<file path="src/rtl/pwd_pkg.sv">
package pwd_pkg;

  typedef enum logic {
    WIN_IDLE = 1'b0,
    WIN_RUN  = 1'b1
  } win_state_e;

  function automatic int cnt_bits(input int limit);
    return $clog2(limit + 1);
  endfunction

endpackage

</file>
<file path="src/rtl/pwd_rst_sync.sv">
module pwd_rst_sync #(
  parameter int STAGES = 2
) (
  input  logic clk_i,
  input  logic rst_ni,
  output logic rst_sync_no
);

  logic [STAGES-1:0] chain_q;

  // assert immediately, release after STAGES clock edges
  always_ff @(posedge clk_i or negedge rst_ni) begin
    if (!rst_ni) begin
      chain_q <= '0;
    end else begin
      chain_q <= {chain_q[STAGES-2:0], 1'b1};
    end
  end

  assign rst_sync_no = chain_q[STAGES-1];

endmodule

</file>
<file path="src/rtl/pwd_in_sync.sv">
module pwd_in_sync #(
  parameter int STAGES = 2
) (
  input  logic clk_i,
  input  logic rst_ni,
  input  logic raw_i,
  output logic level_o,
  output logic rise_o
);

  logic [STAGES-1:0] sync_q;
  logic [STAGES-1:0] sync_d;
  logic              prev_q;

  // shift chain built stage by stage
  assign sync_d[0] = raw_i;
  for (genvar g = 1; g < STAGES; g++) begin : g_chain
    assign sync_d[g] = sync_q[g-1];
  end

  always_ff @(posedge clk_i or negedge rst_ni) begin
    if (!rst_ni) begin
      sync_q <= '0;
      prev_q <= 1'b0;
    end else begin
      sync_q <= sync_d;
      prev_q <= sync_q[STAGES-1];
    end
  end

  assign level_o = sync_q[STAGES-1];
  assign rise_o  = level_o & ~prev_q;

  // a rise is always followed by a level that was seen high one cycle earlier
  assert_rise_prev_R2: assert property (@(posedge clk_i) disable iff (!rst_ni)
    rise_o |=> prev_q);

endmodule

</file>
<file path="src/rtl/pwd_window_timer.sv">
module pwd_window_timer
  import pwd_pkg::*;
#(
  parameter int THRESH_CYCLES = 15000,
  parameter int CNT_W         = cnt_bits(THRESH_CYCLES)
) (
  input  logic clk_i,
  input  logic rst_ni,
  input  logic rise_i,
  output logic sample_o,
  output logic busy_o
);

  localparam logic [CNT_W-1:0] LAST = CNT_W'(THRESH_CYCLES);
  localparam logic [CNT_W-1:0] ONE  = CNT_W'(1);

  win_state_e       state_q, state_d;
  logic [CNT_W-1:0] cnt_q, cnt_d;
  logic             cnt_en;
  logic             at_last;

  assign at_last = (cnt_q == LAST);

  // next-state logic
  always_comb begin
    state_d  = state_q;
    cnt_d    = cnt_q;
    sample_o = 1'b0;
    unique case (state_q)
      WIN_IDLE: begin
        if (rise_i) begin
          state_d = WIN_RUN;
          cnt_d   = ONE;
        end
      end
      WIN_RUN: begin
        if (at_last) begin
          sample_o = 1'b1;
          state_d  = WIN_IDLE;
          cnt_d    = '0;
        end else begin
          cnt_d = cnt_q + ONE;
        end
      end
      default: begin
        state_d = WIN_IDLE;
        cnt_d   = '0;
      end
    endcase
  end

  assign cnt_en = (state_q == WIN_RUN) || rise_i;
  assign busy_o = (state_q == WIN_RUN);

  // registers
  always_ff @(posedge clk_i or negedge rst_ni) begin
    if (!rst_ni) begin
      state_q <= WIN_IDLE;
    end else begin
      state_q <= state_d;
    end
  end

  always_ff @(posedge clk_i or negedge rst_ni) begin
    if (!rst_ni) begin
      cnt_q <= '0;
    end else if (cnt_en) begin
      cnt_q <= cnt_d;
    end
  end

  assert_cnt_bound_R5: assert property (@(posedge clk_i) disable iff (!rst_ni)
    cnt_q <= LAST);

  assert_idle_zero_R1: assert property (@(posedge clk_i) disable iff (!rst_ni)
    (state_q == WIN_IDLE) |-> (cnt_q == '0));

  assert_retrig_ignored_R6: assert property (@(posedge clk_i) disable iff (!rst_ni)
    ((state_q == WIN_RUN) && !at_last && rise_i) |=>
      ((state_q == WIN_RUN) && (cnt_q == $past(cnt_q) + ONE)));

  assert_window_ends_R5: assert property (@(posedge clk_i) disable iff (!rst_ni)
    ((state_q == WIN_RUN) && at_last) |=> (state_q == WIN_IDLE));

endmodule

</file>
<file path="src/rtl/pwd_decision.sv">
module pwd_decision (
  input  logic clk_i,
  input  logic rst_ni,
  input  logic sample_i,
  input  logic level_i,
  output logic long_o,
  output logic vld_o
);

  logic long_q, long_d;
  logic vld_q;

  assign long_d = level_i;

  always_ff @(posedge clk_i or negedge rst_ni) begin
    if (!rst_ni) begin
      long_q <= 1'b0;
    end else if (sample_i) begin
      long_q <= long_d;
    end
  end

  always_ff @(posedge clk_i or negedge rst_ni) begin
    if (!rst_ni) begin
      vld_q <= 1'b0;
    end else begin
      vld_q <= sample_i;
    end
  end

  assign long_o = long_q;
  assign vld_o  = vld_q;

  assert_strobe_single_R7: assert property (@(posedge clk_i) disable iff (!rst_ni)
    vld_q |=> !vld_q);

endmodule

</file>
<file path="src/rtl/pwm_width_discriminator.sv">
module pwm_width_discriminator
  import pwd_pkg::*;
#(
  parameter int THRESH_CYCLES = 15000,
  parameter int SYNC_STAGES   = 2,
  parameter int RST_STAGES    = 2
) (
  input  logic clk_i,
  input  logic rst_ni,
  input  logic pwm_raw_i,
  output logic width_long_o,
  output logic decide_vld_o
);

  localparam int CNT_W = cnt_bits(THRESH_CYCLES);

  logic rst_n;
  logic level;
  logic rise;
  logic sample;
  logic busy;

  pwd_rst_sync #(.STAGES(RST_STAGES)) u_rst_sync (
    .clk_i       (clk_i),
    .rst_ni      (rst_ni),
    .rst_sync_no (rst_n)
  );

  pwd_in_sync #(.STAGES(SYNC_STAGES)) u_in_sync (
    .clk_i   (clk_i),
    .rst_ni  (rst_n),
    .raw_i   (pwm_raw_i),
    .level_o (level),
    .rise_o  (rise)
  );

  pwd_window_timer #(
    .THRESH_CYCLES (THRESH_CYCLES),
    .CNT_W         (CNT_W)
  ) u_timer (
    .clk_i    (clk_i),
    .rst_ni   (rst_n),
    .rise_i   (rise),
    .sample_o (sample),
    .busy_o   (busy)
  );

  pwd_decision u_decision (
    .clk_i    (clk_i),
    .rst_ni   (rst_n),
    .sample_i (sample),
    .level_i  (level),
    .long_o   (width_long_o),
    .vld_o    (decide_vld_o)
  );

  assert_sample_level_R3: assert property (@(posedge clk_i) disable iff (!rst_n)
    sample |=> (decide_vld_o && (width_long_o == $past(level))));

  assert_hold_R8: assert property (@(posedge clk_i) disable iff (!rst_n)
    !decide_vld_o |-> $stable(width_long_o));

  assert_start_on_edge_R2: assert property (@(posedge clk_i) disable iff (!rst_n)
    $rose(busy) |-> $past(rise));

  assert_reset_low_R1: assert property (@(posedge clk_i)
    !rst_n |-> (!width_long_o && !decide_vld_o));

endmodule

</file>
<file path="config.mk">
export PLATFORM = sky130hd
export DESIGN_NAME = pwm_width_discriminator
export DESIGN_NICKNAME = d
export VERILOG_FILES = /design/src/rtl/pwd_pkg.sv /design/src/rtl/pwd_rst_sync.sv /design/src/rtl/pwd_in_sync.sv /design/src/rtl/pwd_window_timer.sv /design/src/rtl/pwd_decision.sv /design/src/rtl/pwm_width_discriminator.sv
export SDC_FILE = /design/constraint.sdc
export NUM_CORES = 1
export LEC_CHECK = 0
export ABC_AREA = 0
export CORE_MARGIN = 8
export CORE_UTILIZATION = 30
export CTS_BUF_LIST = sky130_fd_sc_hd__clkbuf_16
export CTS_CLUSTER_DIAMETER = 100
export DETAILED_ROUTE_END_ITERATION = 16
export DONT_BUFFER_PORTS = 1
export PLACE_DENSITY = 0.55
export REMOVE_ABC_BUFFERS = 1
export SLEW_MARGIN = 40
export SYNTH_ARGS = -nofsm -noshare
export SYNTH_HDL_FRONTEND = slang
export SYNTH_HIERARCHICAL = 1
export SYNTH_SLANG_ARGS = --single-unit
</file>
<file path="constraint.sdc">
create_clock -name clk_i -period 0.9 [get_ports clk_i]
set_clock_uncertainty 0.1 [all_clocks]
set_input_delay 0.27 -clock clk_i [delete_from_list [all_inputs] [get_ports clk_i]]
set_output_delay 0.27 -clock clk_i [all_outputs]
set_load 0.005 [all_outputs]
</file>
## Yosys cells after proc, flatten, opt, wreduce, memory -nomap -nowiden

Cells that the tools add are included.

- Add/sub/neg operators: 1
- Equal/unequal tests: 2
- Multiplexer cells: 8
- Bitwise operators: 3
- Reductions and logical operators: 2

Operators with widths:

| cell | number |
|---|---|
| two-way mux 14 bit | 2 |
| case mux 14 bit (2 select lines) | 1 |
| adder 14 x 1 -> 14 bit (second input constant) | 1 |
| equality test 14 bit (second input constant) | 1 |
| two-way mux 1 bit | 4 |
| inequality test 2 x 1 -> 1 bit (second input constant) | 1 |
| NOT 1 bit | 2 |
| case mux 1 bit (2 select lines) | 1 |
| AND reduction 2 bit | 1 |
| bitwise AND 1 bit | 1 |
| logical OR 1 bit | 1 |

- Register bits after elaboration: 22
- Input bits: 3
- Output and inout port bits: 2
- Word-level logic and storage cells: 23

## Logic depth before layout (Yosys ltp)

Gate-level depths: netlist of run 1.

- Depth in word-level cells: 4
- Depth in mapped cells: 7

## Hierarchy

The synthesis of run 1 kept the hierarchy.

By module, submodules not included:

| module | instances | cells each | area an instance (sq um) | sequential area each (sq um) |
|---|---|---|---|---|
| pwd_window_timer | 1 | 101 | 908.4 | 375.4 |
| pwd_in_sync | 1 | 4 | 88.8 | 75.1 |
| pwd_decision | 1 | 3 | 65.1 | 50.0 |
| pwd_rst_sync | 1 | 3 | 53.8 | 50.0 |

## Worst setup path before layout of run 1

OpenSTA, ideal clock, no wires.

- Path type: reg-to-reg
- Start: register u_timer.cnt_q[10]
- End: register u_decision.long_q, in the netlist u_decision/long_o
- Setup time: 125 ps
- Arrival time: 1,787 ps
- Data required time: 675 ps
- Path slack: -1,113 ps
- Stages on the path, launching flop included: 5
- Buffers on the path: 0
- Period minus slack after synthesis: 2,013 ps
- Path through: dfrtp_1 -> or4b_4 -> nor4_4 -> and2_4 -> mux2_4

- Longest elaborated chain between the ends: 3

Ends and longest elaborated chain:

| what | RTL line | RTL |
|---|---|---|
| from (decl) | pwd_window_timer.sv:18 | `logic [CNT_W-1:0] cnt_q, cnt_d;` |
| from (signal assigned) | pwd_window_timer.sv:68 | `cnt_q <= cnt_d;` |
| equality test 14 bit | pwd_window_timer.sv:22 | `assign at_last = (cnt_q == LAST);` |
| two-way mux 1 bit | pwd_window_timer.sv:37 | `if (at_last) begin` |
| two-way mux 1 bit | pwd_window_timer.sv:29 | `unique case (state_q)` |
| net sample | pwm_width_discriminator.sv:20 | `logic sample;` |
| to (signal assigned) | pwd_decision.sv:19 | `long_q <= long_d;` |
| to (decl) | pwd_decision.sv:10 | `logic long_q, long_d;` |

The timed path passes the listed nets, and every way through them passes these cells.
A chain may end at the register's enable or synchronous reset.

## Worst setup path in the final report of run 1

- Start: register u_timer.cnt_q[1]
- End: register u_decision.long_q, in the netlist u_decision/long_o

The elaborated chain is that of the path after synthesis.

==> impl_metrics.yaml, run 1 <==
place:
  dpl.cell_count: 188
  port_buffers: 0
  gp_congestion: 0.8750
  placed_area_um2: 1410
  dp_hpwl_um: 2254
clock_network:
  h-tree-depth: 1
  cts_made_buffers: 3
  clk_latency_ns: 0.26
  cts_tree: "yes"
  clkSinkCount: 22
  clk_pin_slew_ns: 0.06
  cts_buffer_depth: 2
  root_buffer: "clkbuf_16"
sta:
  fin_crit_sh_pct: 199.1
  setup_tns_ns: -13.53
  finalMaxSlewViolations: 0
  fin_ws_ns: -0.8919
  fmax_ghz: 0.5581
  setup_violations: 19
  rsz0062_at_grt: "true"
  hold_violations: 0
  hold-worst-slack_ns: 0.06881
  layout_min_cycle_time_ns: 1.792
route:
  drc_errors: 0
  routedWlPerCell_um: 18.29
  wl_um: 3768
  drtIter0Drc: 76
  viasPerCell: 5.345
  ant_nets: 0
  first_pass_iters: 4
  vias: 1101
setup_path:
  cp_max_fo: 2
  arrival_ns: 1.84
  crit_type: "flip-flop to flip-flop"
  crit_start: "u_timer/cnt_q[1]$_DFFE_PN0P_"
  rr_startpoint: "u_timer/cnt_q[1]$_DFFE_PN0P_"
  start_kind: "flip-flop"
  rr_worst_depth: 6
  end_kind: "flip-flop"
  required_ns: 0.94
worst_hold_path:
  hold_path.class: "flip-flop to async pin"
floorplan:
  fp.dieW_um: 77.00
  ios: 5
  num_rows: 22
  die_area_um2: 5928
  initial_core_util_pct: 30.95
  coreArea_um2: 3606
  die_height_um: 77.00
logic_synthesis:
  ys_seq_elements: 22
  syn_area_um2: 1116
  synth_cells: 111
  yosysUniqueCellTypes: 31
  synth-seq-area-share_pct: 49.33
  syn_avg_cell_area_um2: 10.05
  ys.warnings.count: 6
status:
  violations: "setup timing"
  status: "complete, but fails checks"
run:
  cap_violations: 0
global_routing:
  grt_pass1_vias: 1248
  grt_use_met2_pct: 22.77
  grt_max_degree: 14
  grt_usage_pct: 12.69
  antenna_found_initial: 0
  grt_use_met3_pct: 1.632
  grt_pass1_wl_um: 6106
  grt_overflow: 0
  busiest_layer: "met2"
  use_met1_pct: 13.82
finish:
  final_area_um2: 1922
  multi_input_comb_area_um2: 794.5
  drive_gt1_share_pct: 59.49
  num-nets-final: 164
  areaGrowthSynthToFinish_pct: 72.20
  seq_area_um2: 551.8
  fillCellCount: 285
  antenna_cells: 0
  fin_cells: 206
pwr:
  vdd_drop_max_uv: 991.4
  powerDensity_nw_per_um2: 2407
  leakage_nw: 0.8386
-- path summary, 6_finish.rpt --
path	end	slack [ns]
worst max-delay path	u_decision/long_o$_DFFE_PN0P_	-0.89
worst min-delay path	u_timer/cnt_q[1]$_DFFE_PN0P_	0.07
worst max register to register	u_decision/long_o$_DFFE_PN0P_	-0.89
worst min register to register	u_timer/cnt_q[1]$_DFFE_PN0P_	0.07
max in group asynchronous	u_timer/cnt_q[8]$_DFFE_PN0P_	0.42
min in group clk_i	u_rst_sync/chain_q[1]$_DFF_PN0_	0.26
-- power breakdown --
part / internal [W] / leakage, nW / switching, W
clock: 0.000883 / 0.0511 / 0.000372
sequential: 0.00117 / 0.274 / 0.000137
combinational: 0.00105 / 0.514 / 0.00101
-- kinds of logic (layout without fill, tap and decap cells) --
| logic type | Yosys count | in the layout | share of synthesized area, % |
|---|---|---|---|
| multiplexers | 1 | 1 | 1.345 |
| flip-flops | 22 | 22 | 49.33 |
| AND/OR/NAND/NOR | 49 | 49 | 28.03 |
| other | 1 | 1 | 0.3360 |
| buffers and inverters | 10 | 57 | 3.588 |
| adder cells (fa/ha/maj) | 2 | 2 | 2.242 |
| XOR/XNOR | 4 | 4 | 3.139 |
| AO/OA/AOI/OAI | 22 | 22 | 12.00 |
-- Yosys cell counts, drive strengths merged --
library cell  number  area (um2)
or2                1       6.260
or4b               1       13.76
xnor2              4       35.03
nand3              4       20.02
a41oi              1       8.760
nand3b             1       7.510
mux2               1       15.01
nand2             11       41.29
dfrtp             22       550.5
nand4b             1       8.760
conb               1       3.750
inv                5       18.77
nor2               5       18.77
or3                6       45.04
a31oi             14       87.58
nor4b              1       8.760
and3               1       6.260
nor3               3       15.01
buf                4       17.52
and4               1       8.760
a211oi             1       7.510
nor4               5       46.29
nand4              5       31.28
and2               1       8.760
nor2b              1       13.76
and4bb             1       12.51
ha                 2       25.02
clkbuf             1       3.750
o21ai              6       30.03
-- worst max-delay path, stage by stage, from the launching register on --
cell and delay, ns:
dfrtp_1 0.40, inv_2 0.10, ha_4 0.15, nand3b_1 0.13, nor4_4 0.31, and2_4 0.20
mux2_4 0.29
-- area by class of cell --
| class | instances | area share, % |
|---|---|---|
| tap | 48 | 3.125 |
| multi-input combinational | 79 | 41.34 |
| inverter | 5 | 0.9766 |
| sequential | 22 | 28.71 |
| timing repair buffer | 48 | 20.38 |
| clock buffer | 3 | 3.906 |
| clock inverter | 1 | 1.563 |
-- state kept, by name, summed over array words and instances, names as in the netlist --
name / flops
u_decision/long_o: 1
u_decision/vld_o: 1
u_in_sync/prev_q: 1
u_in_sync/sync_q: 2
u_rst_sync/chain_q: 2
u_timer/busy_o: 1
u_timer/cnt_q: 14
-- layer usage --
metal  up-vias  part of all wire [%]
met4         0                   3.7
met2        37                    54
met5         -                     0
met1       547                    39
li1        505                     -
met3        12                   3.7
-- cell usage in the layout (no fill, tap or decap), drive strengths merged, types with 2 or more instances in the layout --
cell and count:
nor2 5, a31oi 14, dlygate4sd3 2, xnor2 4, nor4 5, inv 5, dfrtp 22, clkbuf 3
or3 6, ha 2, nand2 11, nand3 4, o21ai 6, nand4 5, nor3 3, buf 46
-- what timing repair did --
action	CTS	global route
pin swaps	19	9
hold buffers	2	0
gates resized for setup	46	18
setup endpoints to repair	19	19
setup buffers	7	4
endpoints found under the hold margin	3	0
cloned	1	0
-- metrics by stage --
step / setup slack [ns] / total power [W] / util (%)
global route: -0.9683 / 0.004830 / 53.30
CTS: -0.8686 / 0.004282 / 49.97
floorplan: -1.113 / 0.001820 / -
detailed placement: -0.9858 / 0.002539 / 39.10
global placement: -0.9779 / 0.002488 / 39.10
finish: -0.8919 / 0.004627 / 53.30
Note: power is estimated with default switching activity, not from simulation.
==> run 2: changes to the inputs <==
--- a/config.mk
+++ b/config.mk
@@ -12,6 +12,8 @@
 export CTS_CLUSTER_DIAMETER = 100
 export DETAILED_ROUTE_END_ITERATION = 16
 export DONT_BUFFER_PORTS = 1
+export GPL_ROUTABILITY_DRIVEN = 1
+export MAX_ROUTING_LAYER = met4
 export PLACE_DENSITY = 0.55
 export REMOVE_ABC_BUFFERS = 1
 export SLEW_MARGIN = 40
==> impl_metrics.yaml, run 2 (same netlist as run 1, synthesis figures left out) <==
setup_path:
  end_kind: "flip-flop"
  reg2reg_setup_slack_ns: -1.02
  cp_max_fo: 5
  rr_worst_depth: 4
  timing.rr.end: "u_decision/long_o$_DFFE_PN0P_"
  rr_startpoint: "u_timer/cnt_q[10]$_DFFE_PN0P_"
  start_kind: "flip-flop"
  arrival_ns: 1.97
  crit_type: "flip-flop to flip-flop"
  required_ns: 0.95
sta:
  hold-worst-slack_ns: 0.06879
  rsz0062_at_grt: "true"
  fin_ws_ns: -1.023
  fmax_ghz: 0.5200
  hold_violations: 0
  setup_violations: 19
  finalMaxSlewViolations: 0
  fin_crit_sh_pct: 213.7
  layout_min_cycle_time_ns: 1.923
place:
  gp_congestion: 0.9263
  place_ws_ns: -1.141
  port_buffers: 0
  dp_hpwl_um: 2107
  placed_area_um2: 1388
global_routing:
  grt_usage_pct: 12.29
  antenna_found_initial: 0
  grt_pass1_vias: 1129
  grt_pass1_wl_um: 5595
  grt_max_degree: 14
  grt_overflow: 0
route:
  wl_um: 3867
  drtIter0Drc: 132
  viasPerCell: 5.317
  first_pass_iters: 4
  ant_nets: 0
  vias: 1090
  drc_errors: 0
  routedWlPerCell_um: 18.86
finish:
  drive_gt1_share_pct: 57.96
  areaGrowthSynthToFinish_pct: 74.21
  antenna_cells: 0
  postLayoutCoreUtil_pct: 53.92
  num-nets-final: 163
  final_cell_mix: "buf_4, dfrtp_1, nand2_1, a31oi_4, o21ai_2"
  reg_top3: "u_timer/cnt_q (14), u_in_sync/sync_q (2), u_rst_sync/chain_q (2)"
  largest_reg_flops: 14
  final_area_um2: 1944
  layout_commonest_cell: "buf_4"
  top_register: "u_timer/cnt_q"
pwr:
  finalPower_w: 0.004490
  vdd_drop_max_uv: 973.6
  powerDensity_nw_per_um2: 2309
  leakage_nw: 0.8437
clock_network:
  clk_latency_ns: 0.26
  root_buffer: "clkbuf_16"
  cts_tree: "yes"
  cts_made_buffers: 3
  clk_pin_slew_ns: 0.06
  cts_buffer_depth: 2
  clkSinkCount: 22
  h-tree-depth: 1
worst_hold_path:
  hold_path.class: "flip-flop to async pin"
status:
  violations: "setup timing"
  status: "complete, but fails checks"
floorplan:
  die_height_um: 77.00
  initial_core_util_pct: 30.95
  fp.dieW_um: 77.00
  die_area_um2: 5928
  coreArea_um2: 3606
  num_rows: 22
  ios: 5
run:
  cap_violations: 0
run 2: cell types whose count changed in the layout (fill, tap and decap cells not counted), sizes merged:
cell | before | now
buf | 46 | 45
run 2: power breakdown:
group          switching [W]  internal (W)
Sequential          0.000116       0.00117
Clock               0.000383      0.000884
Combinational       0.000965      0.000973
run 2: cell type report:
cell class,instances,area (um2)
multi-input combinational,79,820.8
inverter,5,18.77
tap,48,60.06
clock inverter,1,30.03
timing repair buffer,47,389.1
sequential,22,550.5
clock buffer,3,75.07
fill,302,1662
run 2: metrics by stage:
| step | instances | setup TNS (ns) |
|---|---|---|
| floorplan | 106 | -14.14 |
| global placement | 185 | -14.53 |
| detailed placement | 185 | -15.21 |
| CTS | 198 | -13.67 |
| global route | 205 | -15.86 |
| finish | 205 | -14.53 |
run 2: what timing repair did:
action / CTS / global route
hold endpoints to repair: 3 / 0
pin swaps: 15 / 14
gates resized for setup: 33 / 29
endpoints found under the setup margin: 19 / 19
buffers inserted: 7 / 7
hold buffers: 2 / 0
run 2: worst max-delay path by stage:
stage / from / end / slack [ns] / cells past startpoint
after CTS: u_timer/cnt_q[10]$_DFFE_PN0P_ / u_decision/long_o$_DFFE_PN0P_ / -0.99 / 4
after detailed placement: u_timer/cnt_q[10]$_DFFE_PN0P_ / u_decision/long_o$_DFFE_PN0P_ / -1.14 / 4
after global placement: u_timer/cnt_q[10]$_DFFE_PN0P_ / u_decision/long_o$_DFFE_PN0P_ / -1.09 / 4
after floorplan: u_timer/cnt_q[10]$_DFFE_PN0P_ / u_decision/long_o$_DFFE_PN0P_ / -1.11 / 4
after global routing: u_timer/cnt_q[10]$_DFFE_PN0P_ / u_decision/long_o$_DFFE_PN0P_ / -1.07 / 4
final: u_timer/cnt_q[10]$_DFFE_PN0P_ / u_decision/long_o$_DFFE_PN0P_ / -1.02 / 4
run 2: per-layer routing:
layer	wire length [um]	up-vias	share of wire [%]	GRT usage (%)
met1	1572	535	41	13.67
met5	0	-	0	-
li1	-	510	-	-
met2	1964	28	51	20.39
met4	218	0	5.6	7.736
met3	112	17	2.9	1.632
run 2: worst max-delay path, cell delays in order (launching register included):
cell     delay (ns)
dfrtp_1        0.38
or4b_4         0.55
nor4_4         0.26
and2_4         0.23
mux2_4         0.30
==> run 3: changes to the inputs <==
--- a/config.mk
+++ b/config.mk
@@ -6,15 +6,15 @@
 export NUM_CORES = 1
 export LEC_CHECK = 0
 export ABC_AREA = 0
+export BUFFER_PORTS_ARGS = -buffer_cell sky130_fd_sc_hd__buf_4
 export CORE_MARGIN = 8
 export CORE_UTILIZATION = 30
 export CTS_BUF_LIST = sky130_fd_sc_hd__clkbuf_16
 export CTS_CLUSTER_DIAMETER = 100
 export DETAILED_ROUTE_END_ITERATION = 16
-export DONT_BUFFER_PORTS = 1
 export GPL_ROUTABILITY_DRIVEN = 1
 export MAX_ROUTING_LAYER = met4
-export PLACE_DENSITY = 0.55
+export PLACE_DENSITY = 0.56
 export REMOVE_ABC_BUFFERS = 1
 export SLEW_MARGIN = 40
 export SYNTH_ARGS = -nofsm -noshare
==> impl_metrics.yaml, run 3 (same netlist as run 1, synthesis figures left out) <==
status:
  status: "complete, but fails checks"
  violations: "setup timing"
clock_network:
  clkSinkCount: 22
  cts_buffer_depth: 2
  root_buffer: "clkbuf_16"
  cts_tree: "yes"
  clk_pin_slew_ns: 0.06
  clk_latency_ns: 0.26
  cts_made_buffers: 3
  h-tree-depth: 1
finish:
  largest_reg_flops: 14
  antenna_cells: 0
  layout_commonest_cell: "buf_4"
  drive_gt1_share_pct: 58.49
  final_cell_mix: "buf_4, dfrtp_1, buf_6, nand2_1, or3_4"
  top_register: "u_timer/cnt_q"
  seq_area_um2: 550.5
  reg_top3: "u_timer/cnt_q (14), u_in_sync/sync_q (2), u_rst_sync/chain_q (2)"
  num-nets-final: 165
  multi_input_comb_area_um2: 809.5
  areaGrowthSynthToFinish_pct: 74.66
  fillCellCount: 286
  final_area_um2: 1949
sta:
  rsz0062_at_grt: "true"
  setup_violations: 19
  fin_crit_sh_pct: 198.7
  fmax_ghz: 0.5592
  layout_min_cycle_time_ns: 1.788
  hold_violations: 0
  fin_ws_ns: -0.8883
  finalMaxSlewViolations: 0
  setup_tns_ns: -13.79
route:
  vias: 1098
  routedWlPerCell_um: 17.10
  viasPerCell: 5.304
  drtIter0Drc: 49
  wl_um: 3540
  drc_errors: 0
  ant_nets: 0
  first_pass_iters: 4
pwr:
  leakage_nw: 0.8453
  vdd_drop_max_uv: 1105
  switching_share_pct: 34.17
  seqPwrFrac_pct: 30.0
  p_sw_w: 0.001473
  finalPower_w: 0.004309
  clkPwrFrac_pct: 21.8
  power_frac_comb_pct: 48.3
  powerDensity_nw_per_um2: 2210
  power.internal_w: 0.002836
place:
  placed_area_um2: 1418
  port_buffers: 4
  gp_congestion: 0.9136
  dp_hpwl_um: 1952
run:
  cap_violations: 0
worst_hold_path:
  hold_path.class: "input port to flip-flop"
  hold_path_end: "u_in_sync/sync_q[0]$_DFF_PN0_"
  whs_path_depth: 1
  min_from: "pwm_raw_i"
setup_path:
  crit_type: "flip-flop to flip-flop"
  cp.depth: 7
  critPathTopFamily: "simple AND/OR/NAND/NOR gates"
  reg2reg_setup_slack_ns: -0.89
  rr_startpoint: "u_timer/cnt_q[1]$_DFFE_PN0P_"
  start_kind: "flip-flop"
  critPathBufInv: 2
  required_ns: 0.92
  arrival_ns: 1.81
  cp_slowest_cell: "dfrtp_1"
  rr_worst_depth: 7
  cp_max_fo: 6
  end_kind: "flip-flop"
  slowest_delay_ns: 0.39
  crit_chain: "inv_2 > ha_4 > nor4b_4 > nand4_1 > buf_6 > a31oi_2 > a31oi_4"
  timing.rr.end: "u_timer/cnt_q[11]$_DFFE_PN0P_"
floorplan:
  coreArea_um2: 3606
  die_area_um2: 5928
  die_height_um: 77.00
  num_rows: 22
  ios: 5
  fp.dieW_um: 77.00
  initial_core_util_pct: 30.95
global_routing:
  grt_max_degree: 21
  grt_pass1_wl_um: 5292
  grt_usage_pct: 11.38
  grt_overflow: 0
  grt_pass1_vias: 1085
  antenna_found_initial: 0
==> run 3: cell types whose count changed in the layout (fill, tap and decap cells not counted), moves of 3 or more <==
| cell | delta |
|---|---|
| buf_6 | +8 |
| buf_4 | -5 |
| a31oi_2 | +4 |
| o21ai_1 | +4 |
| o21ai_2 | -4 |
| a31oi_4 | -3 |
| or3_2 | -3 |
| or3_4 | +3 |
==> run 3: final cells by class <==
type	instances	area share [%]
timing repair buffer	49	22.14
clock inverter	1	0.1926
tap	48	3.081
clock buffer	3	3.851
inverter	5	0.9628
sequential	22	28.24
multi-input combinational	79	41.53
==> run 3: worst max-delay path by stage <==
stage | endpoint | slack [ns] | start
floorplan | u_decision/long_o$_DFFE_PN0P_ | -1.11 | u_timer/cnt_q[10]$_DFFE_PN0P_
global placement | u_decision/long_o$_DFFE_PN0P_ | -0.97 | u_timer/cnt_q[10]$_DFFE_PN0P_
detailed placement | u_decision/long_o$_DFFE_PN0P_ | -0.99 | u_timer/cnt_q[10]$_DFFE_PN0P_
CTS | u_decision/long_o$_DFFE_PN0P_ | -0.88 | u_timer/cnt_q[5]$_DFFE_PN0P_
global route | u_decision/long_o$_DFFE_PN0P_ | -0.95 | u_timer/cnt_q[1]$_DFFE_PN0P_
finish | u_timer/cnt_q[11]$_DFFE_PN0P_ | -0.89 | u_timer/cnt_q[1]$_DFFE_PN0P_
==> run 3: per-stage QoR <==
stage                     util (%)  setup WS [ns]  std cells  hold slack, ns
final                        54.06        -0.8883        207         0.01942
after global routing         54.06        -0.9459        207         0.01008
after CTS                    49.34        -0.8805        201         0.01819
after detailed placement     39.31        -0.9924        189        -0.04470
after global placement       39.31        -0.9664        189        -0.04735
after floorplan                  -         -1.113        106         -0.1256
==> run 3: power by group through the flow <==
stage	sequential (W)	combinational, W	clock [W]
after floorplan	0.00140	0.000419	0
after global placement	0.00127	0.00112	0
after detailed placement	0.00128	0.00113	0
after CTS	0.00127	0.00157	0.000946
after global routing	0.00130	0.00221	0.000999
final	0.00129	0.00208	0.000938
==> run 3: routing by layer <==
metal | vias up | GRT usage [%] | wire (um) | share of wire (%)
met3 | 9 | 2.214 | 125 | 3.5
met1 | 550 | 13.38 | 1504 | 42
met5 | - | - | 0 | 0
met4 | 0 | 5.094 | 89 | 2.5
met2 | 28 | 18.44 | 1821 | 51
li1 | 511 | - | - | -
==> run 3: worst reg2reg max path: stages, from the launching register on <==
cell	delay, ns
dfrtp_1	0.39
inv_2	0.09
ha_4	0.15
nor4b_4	0.19
nand4_1	0.23
buf_6	0.22
a31oi_2	0.24
a31oi_4	0.06
==> run 3: what timing repair did <==
item                                    in CTS  in global routing
gates cloned                                 1                  0
pin swaps                                   31                 12
gates resized for setup                     50                 19
buffers inserted                             6                  8
hold buffers                                 1                  0
endpoints found under the hold margin        2                  0
endpoints found under the setup margin      19                 19
